## config.mk

```make
export PLATFORM = sky130hd
export DESIGN_NAME = evt_timestamp
export DESIGN_NICKNAME = d
export VERILOG_FILES = /design/src/rtl/evt_ts_pkg.sv /design/src/rtl/ts_edge_sync.sv /design/src/rtl/ts_tick_div.sv /design/src/rtl/ts_core.sv /design/src/rtl/evt_timestamp.sv
export SDC_FILE = /design/constraint.sdc
export NUM_CORES = 1
export LEC_CHECK = 0
export BUFFER_PORTS_ARGS = -buffer_cell sky130_fd_sc_hd__buf_4
export CAP_MARGIN = 30
export CORE_ASPECT_RATIO = 0.5
export CORE_MARGIN = 4
export CORE_UTILIZATION = 41
export DETAILED_ROUTE_END_ITERATION = 6
export PLACE_DENSITY = 0.53
export SLEW_MARGIN = 20
export SYNTH_ARGS = -nofsm -noshare
export SYNTH_HDL_FRONTEND = slang
export SYNTH_SLANG_ARGS = --single-unit
```

## constraint.sdc

```tcl
create_clock -name clk_i -period 4.2 [get_ports clk_i]
set_clock_uncertainty 0.2 [all_clocks]
set_input_delay 0.84 -clock clk_i [delete_from_list [all_inputs] [get_ports clk_i]]
set_output_delay 0.84 -clock clk_i [all_outputs]
set_load 0.01 [all_outputs]
```

## src/rtl/evt_ts_pkg.sv

```systemverilog
package evt_ts_pkg;
  localparam int TS_W    = 64;
  localparam int SLICE_W = 16;
  localparam int RD_W    = 24;
  localparam int ADDR_W  = 4;
  localparam int TICK_DIV = 4;
  localparam int SEL_EXT_CLK   = 0;
  localparam int SEL_EXT_LATCH = 1;
endpackage

```

## src/rtl/ts_edge_sync.sv

```systemverilog
module ts_edge_sync #(
  parameter int STAGES = 2
) (
  input  logic clk_i,
  input  logic rst_ni,
  input  logic d_i,
  output logic rise_o
);
  logic [STAGES:0] sh_q;

  always_ff @(posedge clk_i or negedge rst_ni) begin
    if (!rst_ni) sh_q <= '0;
    else         sh_q <= {sh_q[STAGES-1:0], d_i};
  end

  assign rise_o = sh_q[STAGES-1] & ~sh_q[STAGES];

  assert_rise_single_R3: assert property (@(posedge clk_i) disable iff (!rst_ni)
    rise_o |=> !rise_o);
endmodule

```

## src/rtl/ts_tick_div.sv

```systemverilog
module ts_tick_div #(
  parameter int DIV = 4
) (
  input  logic clk_i,
  input  logic rst_ni,
  input  logic clear_i,
  output logic tick_o
);
  localparam int CW = (DIV > 1) ? $clog2(DIV) : 1;
  localparam logic [CW-1:0] LAST = CW'(DIV - 1);

  logic [CW-1:0] cnt_q;

  always_ff @(posedge clk_i or negedge rst_ni) begin
    if (!rst_ni)             cnt_q <= '0;
    else if (clear_i)        cnt_q <= '0;
    else if (cnt_q == LAST)  cnt_q <= '0;
    else                     cnt_q <= cnt_q + 1'b1;
  end

  assign tick_o = (cnt_q == LAST);

  assert_tick_gap_R1: assert property (@(posedge clk_i) disable iff (!rst_ni)
    tick_o |=> !tick_o);
endmodule

```

## src/rtl/ts_core.sv

```systemverilog
module ts_core
  import evt_ts_pkg::*;
#(
  parameter int W = TS_W
) (
  input  logic         clk_i,
  input  logic         rst_ni,
  input  logic         clear_i,
  input  logic         int_tick_i,
  input  logic         ext_tick_i,
  input  logic         ext_latch_i,
  input  logic         live_trig_i,
  input  logic         veto_i,
  input  logic [1:0]   sel_i,
  output logic [W-1:0] snap_o,
  output logic         ts_clk_o,
  output logic         ts_latch_o
);
  logic [W-1:0] count_q, snap_q;
  logic src_tick, cnt_en, cap_en;

  assign src_tick = sel_i[SEL_EXT_CLK] ? ext_tick_i : int_tick_i;
  assign cnt_en   = src_tick & ~veto_i & ~clear_i;
  assign cap_en   = (sel_i[SEL_EXT_LATCH] ? ext_latch_i : live_trig_i) & ~clear_i;

  always_ff @(posedge clk_i or negedge rst_ni) begin
    if (!rst_ni) begin
      count_q    <= '0;
      snap_q     <= '0;
      ts_clk_o   <= 1'b0;
      ts_latch_o <= 1'b0;
    end else begin
      ts_clk_o   <= cnt_en;
      ts_latch_o <= cap_en;
      if (clear_i)     count_q <= '0;
      else if (cnt_en) count_q <= count_q + 1'b1;
      if (clear_i)     snap_q <= '0;
      else if (cap_en) snap_q <= count_q;
    end
  end

  assign snap_o = snap_q;

  assert_veto_freeze_R2: assert property (@(posedge clk_i) disable iff (!rst_ni)
    (veto_i && !clear_i) |=> (count_q == $past(count_q)));
  assert_count_step_R1: assert property (@(posedge clk_i) disable iff (!rst_ni)
    !clear_i |=> (count_q == $past(count_q)) || (count_q == $past(count_q) + 1'b1));
  assert_clear_zero_R7: assert property (@(posedge clk_i) disable iff (!rst_ni)
    clear_i |=> (count_q == '0) && (snap_q == '0));
  assert_snap_hold_R5: assert property (@(posedge clk_i) disable iff (!rst_ni)
    (!ts_latch_o && $past(!clear_i)) |-> $stable(snap_q));
  assert_strobe_inc_R8: assert property (@(posedge clk_i) disable iff (!rst_ni)
    ts_clk_o |-> (count_q == $past(count_q) + 1'b1));
endmodule

```

## src/rtl/evt_timestamp.sv

```systemverilog
module evt_timestamp
  import evt_ts_pkg::*;
(
  input  logic              clk_i,
  input  logic              rst_ni,
  input  logic              clear_i,
  input  logic              ext_clk_i,
  input  logic              ext_latch_i,
  input  logic              veto_i,
  input  logic [1:0]        sel_i,
  input  logic              live_trig_i,
  input  logic [ADDR_W-1:0] rd_addr_i,
  output logic [RD_W-1:0]   rd_data_o,
  output logic              ts_clk_o,
  output logic              ts_latch_o
);
  localparam int N_SLICE = TS_W / SLICE_W;

  logic int_tick, ext_tick, ext_latch;
  logic [TS_W-1:0] snap;
  logic [RD_W-1:0] rd_next;

  ts_tick_div #(.DIV(TICK_DIV)) u_div (
    .clk_i(clk_i), .rst_ni(rst_ni), .clear_i(clear_i), .tick_o(int_tick));

  ts_edge_sync #(.STAGES(2)) u_sync_clk (
    .clk_i(clk_i), .rst_ni(rst_ni), .d_i(ext_clk_i), .rise_o(ext_tick));

  ts_edge_sync #(.STAGES(2)) u_sync_latch (
    .clk_i(clk_i), .rst_ni(rst_ni), .d_i(ext_latch_i), .rise_o(ext_latch));

  ts_core #(.W(TS_W)) u_core (
    .clk_i(clk_i), .rst_ni(rst_ni), .clear_i(clear_i),
    .int_tick_i(int_tick), .ext_tick_i(ext_tick), .ext_latch_i(ext_latch),
    .live_trig_i(live_trig_i), .veto_i(veto_i), .sel_i(sel_i),
    .snap_o(snap), .ts_clk_o(ts_clk_o), .ts_latch_o(ts_latch_o));

  // slice i sits at address i+1, low word first
  always_comb begin
    rd_next = '0;
    for (int i = 0; i < N_SLICE; i++) begin
      if (rd_addr_i == ADDR_W'(i + 1))
        rd_next = {{(RD_W - SLICE_W){1'b0}}, snap[i*SLICE_W +: SLICE_W]};
    end
  end

  always_ff @(posedge clk_i or negedge rst_ni) begin
    if (!rst_ni) rd_data_o <= '0;
    else         rd_data_o <= rd_next;
  end

  assert_rd_upper_zero_R6: assert property (@(posedge clk_i) disable iff (!rst_ni)
    rd_data_o[RD_W-1:SLICE_W] == '0);
  assert_rd_unmapped_R6: assert property (@(posedge clk_i) disable iff (!rst_ni)
    ((rd_addr_i == '0) || (rd_addr_i > ADDR_W'(N_SLICE))) |=> (rd_data_o == '0));
endmodule

```

# Word-level counts from Yosys, hierarchy flattened
# Cells that the tools add are included.
dict set report totals {
  regBits 162
  inputBits 13
  elab_cells 38
  output_inout_bits 26
}
dict set report op_classes {
  n_mux 12
  n_addsub 2
  n_reduce_logical 2
  bitwise_logic 9
  n_eq_ne 5
}
# operator n
set ops {}
lappend ops {{64-bit 2-to-1 mux} 4}
lappend ops {{64-bit by 1-bit adder with 64-bit output, second input constant} 1}
lappend ops {{24-bit 2-to-1 mux} 2}
lappend ops {{16-bit 2-to-1 mux} 2}
lappend ops {{4-bit by 2-bit equality test with 1-bit output, second input constant} 2}
lappend ops {{1-bit AND} 5}
lappend ops {{4-bit by 1-bit equality test with 1-bit output, second input constant} 1}
lappend ops {{4-bit by 3-bit equality test with 1-bit output, second input constant} 1}
lappend ops {{2-bit 2-to-1 mux} 2}
lappend ops {{1-bit inverter} 4}
lappend ops {{2-bit nonzero test} 2}
lappend ops {{2-bit by 1-bit adder with 2-bit output, second input constant} 1}
lappend ops {{2-bit equality test, second input constant} 1}
lappend ops {{1-bit 2-to-1 mux} 2}

# Longest topological paths before layout
# Gate-level depths: netlist (run 1).
dict set report depth {
  ltp_word 7
  depth_mapped 7
  depth_no_buf 6
}

# Hierarchy
# Synthesis (run 1) repeated with hierarchy kept, for this count alone.
dict set report hier_totals {
  cells_unflattened 640
  area_unflattened_um2 6857.8
}
# mod area_per_inst_um2 instances cells_each seq_area_each_um2
set by_module_without_submodules {}
lappend by_module_without_submodules {ts_core 5689.2 1 526 3253.1}
lappend by_module_without_submodules {evt_timestamp 912.1 1 101 400.4}
lappend by_module_without_submodules {ts_edge_sync 88.8 2 4 75.1}
lappend by_module_without_submodules {ts_tick_div 78.8 1 5 50.0}

# Worst setup path after synthesis (run 1)
# No wires, ideal clock.
dict set report synth_timing {
  path_kind {input-to-reg}
  startpoint {in sel_i[0]}
  endpoint {reg u_core.count_q[52]}
  t_required_ns 3.922
  cell_stages 5
  setup_ns 0.078
  n_path_buf 0
  path_slack_ns 1.571
  arrival_time_ns 2.351
  cell_sequence {nand3b_1 a211oi_1 nand4_2 or4_1 a21oi_1}
}
dict set report synth_via {
  elab_chain_len 4
}
# element line
set synth_rtl {}
lappend synth_rtl {{start: declaration} evt_timestamp.sv:10} ;# input logic [1:0] sel_i,
lappend synth_rtl {{1-bit 2-to-1 mux} ts_core.sv:22} ;# assign src_tick = sel_i[SEL_EXT_CLK] ? ext_tick_i : int_tick_i;
lappend synth_rtl {{1-bit AND (2 in a row)} ts_core.sv:23} ;# assign cnt_en = src_tick & ~veto_i & ~clear_i;
lappend synth_rtl {{2-bit nonzero test (no line)} --}
lappend synth_rtl {{end signal: assignment} ts_core.sv:36} ;# else if (cnt_en) count_q <= count_q + 1'b1;
lappend synth_rtl {{end: declaration} ts_core.sv:19} ;# logic [W-1:0] count_q, snap_q;
# Every way passes these cells.
# A chain may end at the register's enable or synchronous reset.

# Final worst setup path (run 1)
# Same ends and word-level chain as after synthesis.

==> results of run 1 <==
[stage by stage]
step | worst slack (ps) | std cells | hold slack (ps) | power [mW] | util
global placement | 985 | 1023 | 135 | 1.67 | 0.455
floorplan | 1570 | 802 | 131 | 1.60 | -
finish | 1440 | 1055 | 132 | 3.45 | 0.497
detailed placement | 968 | 1023 | 137 | 1.67 | 0.455
CTS | 1380 | 1055 | 146 | 3.47 | 0.497
global route | 1200 | 1055 | 157 | 3.56 | 0.497
[flip-flops by register name, indices dropped and copies added (netlist names)]
signal and cells:
u_div.cnt_q 2, u_core.count_q 64, u_core.ts_latch_o 1, u_core.snap_o 64, u_sync_clk.sh_q 3, rd_data_o 16
u_sync_latch.sh_q 3, u_core.ts_clk_o 1
[placed cells by master, fill, tap and decap left out, types with 20 or more instances in the layout]
master | synthesis | routed
nand4_1 | 26 | 26
o21ai_0 | 49 | 49
buf_4 | 9 | 42
nor2_1 | 38 | 38
nand2_1 | 224 | 224
xor2_1 | 26 | 26
dfrtp_1 | 154 | 154
a21oi_1 | 96 | 96
nand3_1 | 20 | 20
[kinds of logic (layout without fill, tap and decap cells)]
logic type	count (synthesis)	after routing	share of synthesized area
simple gates	386	386	0.257
compound gates	165	165	0.125
flops	154	154	0.538
buf+inv	55	81	0.0372
xor+xnor	31	31	0.0379
fa+ha+maj	2	2	0.00349
other cells	1	8	0.000524
mux	1	1	0.00140
[cell type report]
type	count	area [sq um]	area share
sequential	154	3850	0.464
multi-input combinational	593	3090	0.372
clock buffer	22	484	0.0583
tap	227	284	0.0342
inverter	4	15.0	0.00181
timing repair buffer	45	367	0.0441
clock inverter	10	211	0.0255
[metal layers]
layer / share of wire / wire length, um / global-route usage
met2: 0.45 / 8390 / 0.297
met1: 0.51 / 9480 / 0.298
met4: 0.0056 / 104 / 0.0402
met5: 0 / 0 / 0
met3: 0.038 / 711 / 0.0405
[final timing paths]
path / endpoint / slack (ps)
worst min register to register: u_sync_latch.sh_q[1]$_DFF_PN0_ / 150
max in group asynchronous: u_core.count_q[50]$_DFFE_PN0P_ / 2800
worst max register to register: u_core.count_q[52]$_DFFE_PN0P_ / 1440
min in group clk_i: u_sync_latch.sh_q[1]$_DFF_PN0_ / 150
worst max-delay path: u_core.count_q[52]$_DFFE_PN0P_ / 1440
worst min-delay path: u_core.snap_o[52]$_DFFE_PN0P_ / 130
[worst max-delay path: cells and delay by family]
kind                   cells  cell delay (ps)
AND/OR/NAND/NOR            3             1320
AO/OA/AOI/OAI              2              610
buffers and inverters      1              110
[power breakdown]
group          internal, mW  switching, mW
registers              1.49        0.00443
logic                0.0317          0.110
clock network          1.18          0.626
==> impl_metrics.csv, run 1 <==
group,metric,value,unit
synth,synth-edff-count,0,
routing,dr.pass1.iters,5,
grt,antenna_found_initial,0,
grt,grt-ovfl-total,0,
critical_path,worst_setup_path_end_kind,"register",
critical_path,worstPathArrival,2900,ps
timing,finalMaxSlewViolations,0,
synth,netlist.area_leader.share,0.538,
critical_path,critPathKind,"in2reg",
timing,timing.slew.headroom,0.418,
routing,wl,18700,um
synth,yosys_register_bits,154,
layout,diodes,0,
power_and_ir_drop,leakagePower,3.53,nW
timing,finalCriticalPeriod,2760,ps
synth,synth_common_cells,"224 x nand2_1, 154 x dfrtp_1, 96 x a21oi_1, 49 x o21ai_0, 38 x nor2_1",
timing,finalSetupTns,0,ps
synth,synth_top_area_cell,"dfrtp_1",
cts,post_cts_buffers,0,
routing,drc,0,
cts,path_clk_slew,60,ps
grt,grt_pass1_wl,30700,um
layout,nNetsFinal,830,
synth,synth.cell_area,7160,sq um
floorplan,rows,33,
timing,finalSetupViolCount,0,
critical_path,worstPathMaxFanout,19,
floorplan,dieArea,19800,sq um
floorplan,die_w,195,um
cts,clkLatencyLatePin,420,ps
critical_path,ff2ff_path_depth,6,
place,portBuffers,30,
power_and_ir_drop,powerDensity,415,nW/um^2
timing,rsz0062_at_grt,"false",
cts,cts.sinks,154,
floorplan,core-area,16700,sq um
grt,grtUsageTotal,0.197,
critical_path,startpoint_type,"input pin",
critical_path,cp_slowest_cell,"or4_1",
critical_path,crit_required,4340,ps
synth,synth_flop_cell,"dfrtp_1",
routing,drtIter0Drc,330,
layout,area_growth,16.0,%
synth,synth_warnings,0,
grt,grt_max_degree,73,
grt,grt_pass1_vias,5529,
cts,cts_hold_buf,0,
layout,fillers,1604,
power_and_ir_drop,peakVddDrop,0.000308,V
critical_path,crit_chain,"buf_4 -> nand2b_1 -> a211oi_2 -> nand4_2 -> or4_1 -> a21oi_1",
synth,synth.avg_cell_area,9.01,sq um
synth,synth_area_leaders,"dfrtp_1 54%, nand2_1 12%, a21oi_1 6.7%",
place,hpwl,12600,um
timing,max_freq,362,MHz
layout,finalInstanceArea,8310,sq um
synth,syn_inst,795,
timing,min_period_over_period,0.657,
cts,ctsRootBufferMaster,"clkbuf_16",
routing,dr_total_vias,5767,
critical_path,rr_startpoint,"u_core.count_q[0]$_DFFE_PN0P_",
routing,wl_per_cell,17.7,um
place,dpl_cell_area,7610,sq um
floorplan,io_pins,39,
cts,cts-resized-gates,0,
critical_path,slowest_delay,610,ps
cts,cts_tree,"done",
synth,yosysUniqueCellTypes,50,
synth,synth_seq_area_share,0.538,
synth,async_flop_share,1.00,
floorplan,die_y,101,um
synth,yosysMostFrequentCell,"nand2_1",
place,gp_routability_congestion,0.825,
routing,vias_per_cell,5.47,
flow_run,maxCapViolCount,0,
cts,cts.path.max_buffers,2,
cts,cts_buffers,17,
timing,worst_pin_slew,865,ps
layout,drive_above_1_share,0.110,
routing,postRouteAntennaNets,0,
status,status,"finished clean",
critical_path,cp-startpoint,"sel_i[0]",
cts,htreeDepth,4,
timing,hold_viol,0,
floorplan,start_util,0.428,
min_path,hp-class,"in2async",
Power figures use the tool's default switching activity.
==> run 2: changes to the inputs <==
==> constraint.sdc (replaced) <==
create_clock -name clk_i -period 2.7 [get_ports clk_i]
set_clock_uncertainty 0.2 [all_clocks]
set_input_delay 0.54 -clock clk_i [delete_from_list [all_inputs] [get_ports clk_i]]
set_output_delay 0.54 -clock clk_i [all_outputs]
set_load 0.01 [all_outputs]
==> run 2 against run 1 <==
First-iteration DRC count rose by 3.9%. Routed wire length decreased by 0.53%. Setup slack worse by 1200 ps. Cell count rose by 0.95%. Hold slack worse by 110 ps. Critical path type is now reg2reg. Flip-flop and latch count unchanged. Sequential power rose by 55%. Via count up 0.61%.
==> impl_metrics.csv, run 2 (same netlist as run 1, synthesis figures left out) <==
group,metric,value,unit
status,status,"finished clean",
power_and_ir_drop,p_seq_frac,0.489,
layout,area_growth,16.0,%
critical_path,cp-startpoint,"u_core.count_q[16]$_DFFE_PN0P_",
routing,drtIter0Drc,343,
critical_path,critPathCapture,"u_core.count_q[63]$_DFFE_PN0P_",
place,hpwl,12700,um
critical_path,critPathKind,"reg2reg",
place,dpl_cell_area,7750,sq um
timing,final.setup.worst_slack,218,ps
power_and_ir_drop,powerDensity,574,nW/um^2
floorplan,die_y,101,um
routing,vias_per_cell,5.45,
grt,antenna_found_initial,0,
grt,grtUsageTotal,0.197,
floorplan,core-area,16700,sq um
floorplan,dieArea,19800,sq um
cts,ctsRootBufferMaster,"clkbuf_16",
routing,wl,18600,um
layout,multi_input_area,3090,sq um
layout,mostFrequentLayoutCells,"224 x nand2_1, 154 x dfrtp_1, 96 x a21oi_1",
cts,cts-resized-gates,0,
layout,final_common_cell,"nand2_1",
timing,finalSetupViolCount,0,
floorplan,rows,33,
min_path,hp-class,"in2reg",
power_and_ir_drop,clkPwrFrac,0.460,
critical_path,crit_required,2850,ps
cts,cts.path.max_buffers,2,
power_and_ir_drop,leakagePower,3.55,nW
power_and_ir_drop,peakVddDrop,0.000427,V
power_and_ir_drop,switching_share,0.227,
timing,finalCriticalPeriod,2480,ps
cts,htreeDepth,4,
power_and_ir_drop,intPower,3.69,mW
power_and_ir_drop,power_switching,1.08,mW
cts,clkLatencyLatePin,420,ps
critical_path,slowest_delay,540,ps
timing,timing.slew.headroom,0.649,
power_and_ir_drop,power.total,4.77,mW
layout,fin_cells,1065,
critical_path,worst_setup_path_end_kind,"register",
layout,nNetsFinal,844,
timing,worst_pin_slew,526,ps
power_and_ir_drop,p_comb_frac,0.051,
critical_path,crit_chain,"nand4_1 -> nor4_1 -> nand2_1 -> or4_1 -> a21oi_1",
routing,wl_per_cell,17.5,um
routing,dr.pass1.iters,4,
flow_run,maxCapViolCount,0,
cts,cts_buffers,17,
timing,rsz0062_at_grt,"false",
critical_path,worstPathArrival,2630,ps
critical_path,cp_slowest_cell,"or4_1",
timing,finalMaxSlewViolations,0,
floorplan,io_pins,39,
floorplan,start_util,0.428,
critical_path,worstPathMaxFanout,11,
layout,diodes,0,
layout,fillers,1633,
timing,max_freq,403,MHz
grt,grt_pass1_vias,5540,
routing,postRouteAntennaNets,0,
timing,min_period_over_period,0.919,
grt,grt_pass1_wl,30600,um
cts,cts_tree,"done",
timing,hold_viol,0,
routing,dr_total_vias,5802,
grt,grt_max_degree,72,
critical_path,startpoint_type,"register",
layout,drive_above_1_share,0.113,
layout,finalInstanceArea,8310,sq um
place,gp_routability_congestion,0.848,
critical_path,ff2ff_path_depth,5,
place,dp.cells,1035,
place,dp_slack,176,ps
grt,grt-ovfl-total,0,
floorplan,die_w,195,um
timing,finalSetupTns,0,ps
layout,ff_latch_area,3850,sq um
place,portBuffers,30,
critical_path,r2r-end,"u_core.count_q[63]$_DFFE_PN0P_",
cts,path_clk_slew,60,ps
critical_path,rr_startpoint,"u_core.count_q[16]$_DFFE_PN0P_",
routing,drc,0,
critical_path,r2r_setup_slack,220,ps
cts,cts.sinks,154,
==> run 2: cell types whose count changed in the layout (fill, tap and decap cells not counted), sizes merged <==
cell / before / now
clkinvlp: 3 / 1
buf: 45 / 58
clkbuf: 22 / 25
bufinv: 6 / 1
dlygate4sd3: 0 / 1
==> run 2: per-layer routing <==
| layer | global-route usage | vias to the layer above | share of wire |
|---|---|---|---|
| met3 | 0.0356 | 23 | 0.037 |
| met4 | 0.0697 | 0 | 0.018 |
| met2 | 0.292 | 106 | 0.45 |
| met5 | 0 | - | 0 |
| met1 | 0.291 | 2887 | 0.50 |
| li1 | - | 2786 | - |
==> run 2: power by group through the flow <==
stage / logic [mW] / clock network [mW] / registers, mW
final: 0.242 / 2.19 / 2.33
after global routing: 0.271 / 2.34 / 2.33
after CTS: 0.241 / 2.24 / 2.33
after detailed placement: 0.239 / 0 / 2.37
after global placement: 0.240 / 0 / 2.37
after floorplan: 0.109 / 0 / 2.38
==> run 2: repair_timing <==
item / in CTS / in global routing
hold buffers: 1 / 0
setup endpoints to repair: 0 / 0
buffers inserted: 0 / 0
hold endpoints to repair: 44 / 0
==> run 2: how the worst min path moves through the flow <==
| stage | slack, ps | end | cells past startpoint | from |
|---|---|---|---|---|
| 2_1_floorplan | 40 | rd_data_o[0]$_DFF_PN0_ | 0 | rst_ni |
| 3_3_place_gp | 140 | u_sync_latch.sh_q[1]$_DFF_PN0_ | 0 | u_sync_latch.sh_q[0]$_DFF_PN0_ |
| 3_5_place_dp | 140 | u_sync_latch.sh_q[1]$_DFF_PN0_ | 0 | u_sync_latch.sh_q[0]$_DFF_PN0_ |
| 4_1_cts | 8 | u_sync_latch.sh_q[0]$_DFF_PN0_ | 1 | ext_latch_i |
| 5_1_grt | 3 | u_sync_clk.sh_q[0]$_DFF_PN0_ | 1 | ext_clk_i |
| 6_report | 20 | u_sync_latch.sh_q[0]$_DFF_PN0_ | 1 | ext_latch_i |
==> run 2: area by class of cell <==
type                    count  share of cell area
well taps                 227              0.0342
multi-input cells         593               0.372
clock inverters             3             0.00512
inverters                   4             0.00181
flip-flops and latches    154               0.464
clock buffers              25              0.0572
repair buffers             59              0.0655
==> run 2: worst max-delay path: cells and delay by family (launching register included) <==
family	cells	cell delay, ps
compound gates	1	160
flops	1	430
simple gates	4	1620
==> run 2: stage by stage <==
step | util | hold WS [ps]
finish | 0.497 | 23.5
detailed placement | 0.463 | 140
CTS | 0.495 | 7.52
global placement | 0.463 | 137
global route | 0.497 | 3.31
floorplan | - | 44.4
==> run 3: changes to the inputs <==
--- a/config.mk
+++ b/config.mk
@@ -11,6 +11,7 @@
 export CORE_MARGIN = 4
 export CORE_UTILIZATION = 41
 export DETAILED_ROUTE_END_ITERATION = 6
+export GPL_TIMING_DRIVEN = 0
 export PLACE_DENSITY = 0.53
 export SLEW_MARGIN = 20
 export SYNTH_ARGS = -nofsm -noshare
==> run 3 against run 2 <==
Global-route usage is 1.6 points higher. Maximum frequency is 5.9% lower. Critical endpoint is now u_core.count_q[43]$_DFFE_PN0P_. Routed wire length is 7.6% higher. Sequential power hardly changed. Setup slack worse by 160 ps. Utilization is 0.70 points higher. Cell count is 2.9% higher. Clock-buffer cell count is 4 lower. Flip-flop and latch count stayed put. Non-clock buffer count is 27 higher.
==> impl_metrics.csv, run 3 (same netlist as run 1, synthesis figures left out) <==
group,metric,value,unit
grt,grt_pass1_wl,32400,um
grt,grt-ovfl-total,0,
layout,diodes,0,
status,status,"finished clean",
power_and_ir_drop,powerDensity,607,nW/um^2
critical_path,critPathKind,"reg2reg",
layout,nNetsFinal,871,
routing,drtIter0Drc,472,
grt,grt_pass1_vias,5756,
layout,fillers,1606,
min_path,hp-class,"reg2reg",
timing,finalMaxSlewViolations,0,
layout,fin_cells,1096,
cts,cts_buffers,17,
routing,wl,20000,um
routing,postRouteAntennaNets,0,
timing,whs,150,ps
floorplan,dieArea,19800,sq um
critical_path,startpoint_type,"register",
timing,finalCriticalPeriod,2640,ps
place,portBuffers,28,
place,dp.cells,1059,
cts,path_clk_slew,70,ps
cts,clkLatencyLatePin,430,ps
critical_path,worst_setup_path_end_kind,"register",
timing,min_period_over_period,0.977,
timing,rsz0062_at_grt,"true",
power_and_ir_drop,power.total,5.12,mW
cts,cts_tree,"done",
timing,final.setup.worst_slack,62.0,ps
grt,grtUsageTotal,0.212,
floorplan,start_util,0.428,
critical_path,crit_chain,"nand4_1 -> nor3_1 -> nand4_1 -> or4_1 -> a21oi_1",
place,hpwl,14200,um
floorplan,die_y,101,um
layout,area_growth,17.6,%
timing,hold_viol,0,
layout,final_common_cell,"nand2_1",
routing,dr.pass1.iters,5,
power_and_ir_drop,peakVddDrop,0.000416,V
timing,timing.slew.headroom,0.453,
grt,grt_max_degree,96,
floorplan,rows,33,
timing,worst_pin_slew,818,ps
timing,max_freq,379,MHz
critical_path,cp_slowest_cell,"nor3_1",
place,gp_routability_congestion,0.858,
power_and_ir_drop,leakagePower,3.58,nW
layout,drive_above_1_share,0.105,
cts,cts.sinks,154,
floorplan,core-area,16700,sq um
flow_run,maxCapViolCount,0,
critical_path,crit_required,2850,ps
critical_path,worstPathArrival,2790,ps
floorplan,io_pins,39,
critical_path,path_delay_family,"simple AND/OR/NAND/NOR gates",
cts,htreeDepth,4,
cts,cts.path.max_buffers,2,
layout,ff_latch_area,3850,sq um
critical_path,slowest_delay,730,ps
critical_path,worst_path_most_repeated_cell,"nand4_1",
critical_path,path_buf_inv,0,
routing,dr_total_vias,5969,
layout,mostFrequentLayoutCells,"224 x nand2_1, 154 x dfrtp_1, 96 x a21oi_1",
routing,wl_per_cell,18.3,um
grt,antenna_found_initial,0,
layout,multi_input_area,3110,sq um
cts,ctsRootBufferMaster,"clkbuf_16",
timing,finalSetupViolCount,0,
place,dp_slack,-236,ps
critical_path,worstPathMaxFanout,7,
routing,drc,0,
routing,vias_per_cell,5.45,
floorplan,die_w,195,um
-- run 3: cell count changes in the layout (fill, tap and decap cells not counted), sizes merged --
cell,change
clkbuf,+33
buf,-12
bufinv,+3
clkinv,+2
clkinvlp,+2
dlygate4sd3,+2
inv,+1
-- run 3: layout make-up --
type                            instances  area share
Sequential cell                       154       0.458
Multi-Input combinational cell        593       0.369
Clock buffer                           21      0.0523
Timing Repair Buffer                   35      0.0351
Tap cell                              227      0.0337
Buffer                                 51      0.0302
Clock inverter                         11      0.0202
Inverter                                4     0.00178
-- run 3: per-stage QoR --
step	area (sq um)	util	TNS [ps]
3_5_place_dp	7730	0.462	-1630
2_1_floorplan	7190	-	0
5_1_grt	8420	0.504	-20.3
3_3_place_gp	7680	0.459	-12410
4_1_cts	8370	0.500	0
6_report	8420	0.504	0
-- run 3: routing by layer --
metal | global-route usage | vias up | wire [um]
met4 | 0.0418 | 0 | 113
met1 | 0.320 | 2968 | 9930
met2 | 0.314 | 143 | 8710
li1 | - | 2846 | -
met3 | 0.0532 | 12 | 1270
met5 | 0 | - | 0
-- run 3: worst reg2reg max path, cell delays in order, from the launching register on --
cell and delay (ps):
dfrtp_1 460, nand4_1 280, nor3_1 730, nand4_1 290, or4_1 460, a21oi_1 150
-- run 3: report_power, final --
part	internal [mW]	switching, mW	total (mW)
Clock	1.55	0.986	2.54
Sequential	2.32	0.00657	2.33
Combinational	0.0625	0.187	0.250
-- run 3: repair_timing --
item	CTS	global route
endpoints found under the hold margin	59	2
setup endpoints to repair	7	18
gates resized for setup	1	8
hold buffers	1	2
pin swaps	1	1
setup buffers	2	0
-- run 3: path summary, 6_finish.rpt --
path	from	end	slack [ps]	cells past startpoint
max reg2reg	u_core.count_q[16]$_DFFE_PN0P_	u_core.count_q[43]$_DFFE_PN0P_	60	5
max in group asynchronous	rst_ni	u_core.snap_o[14]$_DFFE_PN0P_	1010	3
max	u_core.count_q[16]$_DFFE_PN0P_	u_core.count_q[43]$_DFFE_PN0P_	60	5
min	u_sync_clk.sh_q[0]$_DFF_PN0_	u_sync_clk.sh_q[1]$_DFF_PN0_	150	0
min reg2reg	u_sync_clk.sh_q[0]$_DFF_PN0_	u_sync_clk.sh_q[1]$_DFF_PN0_	150	0
min in group asynchronous	rst_ni	u_core.snap_o[56]$_DFFE_PN0P_	450	2
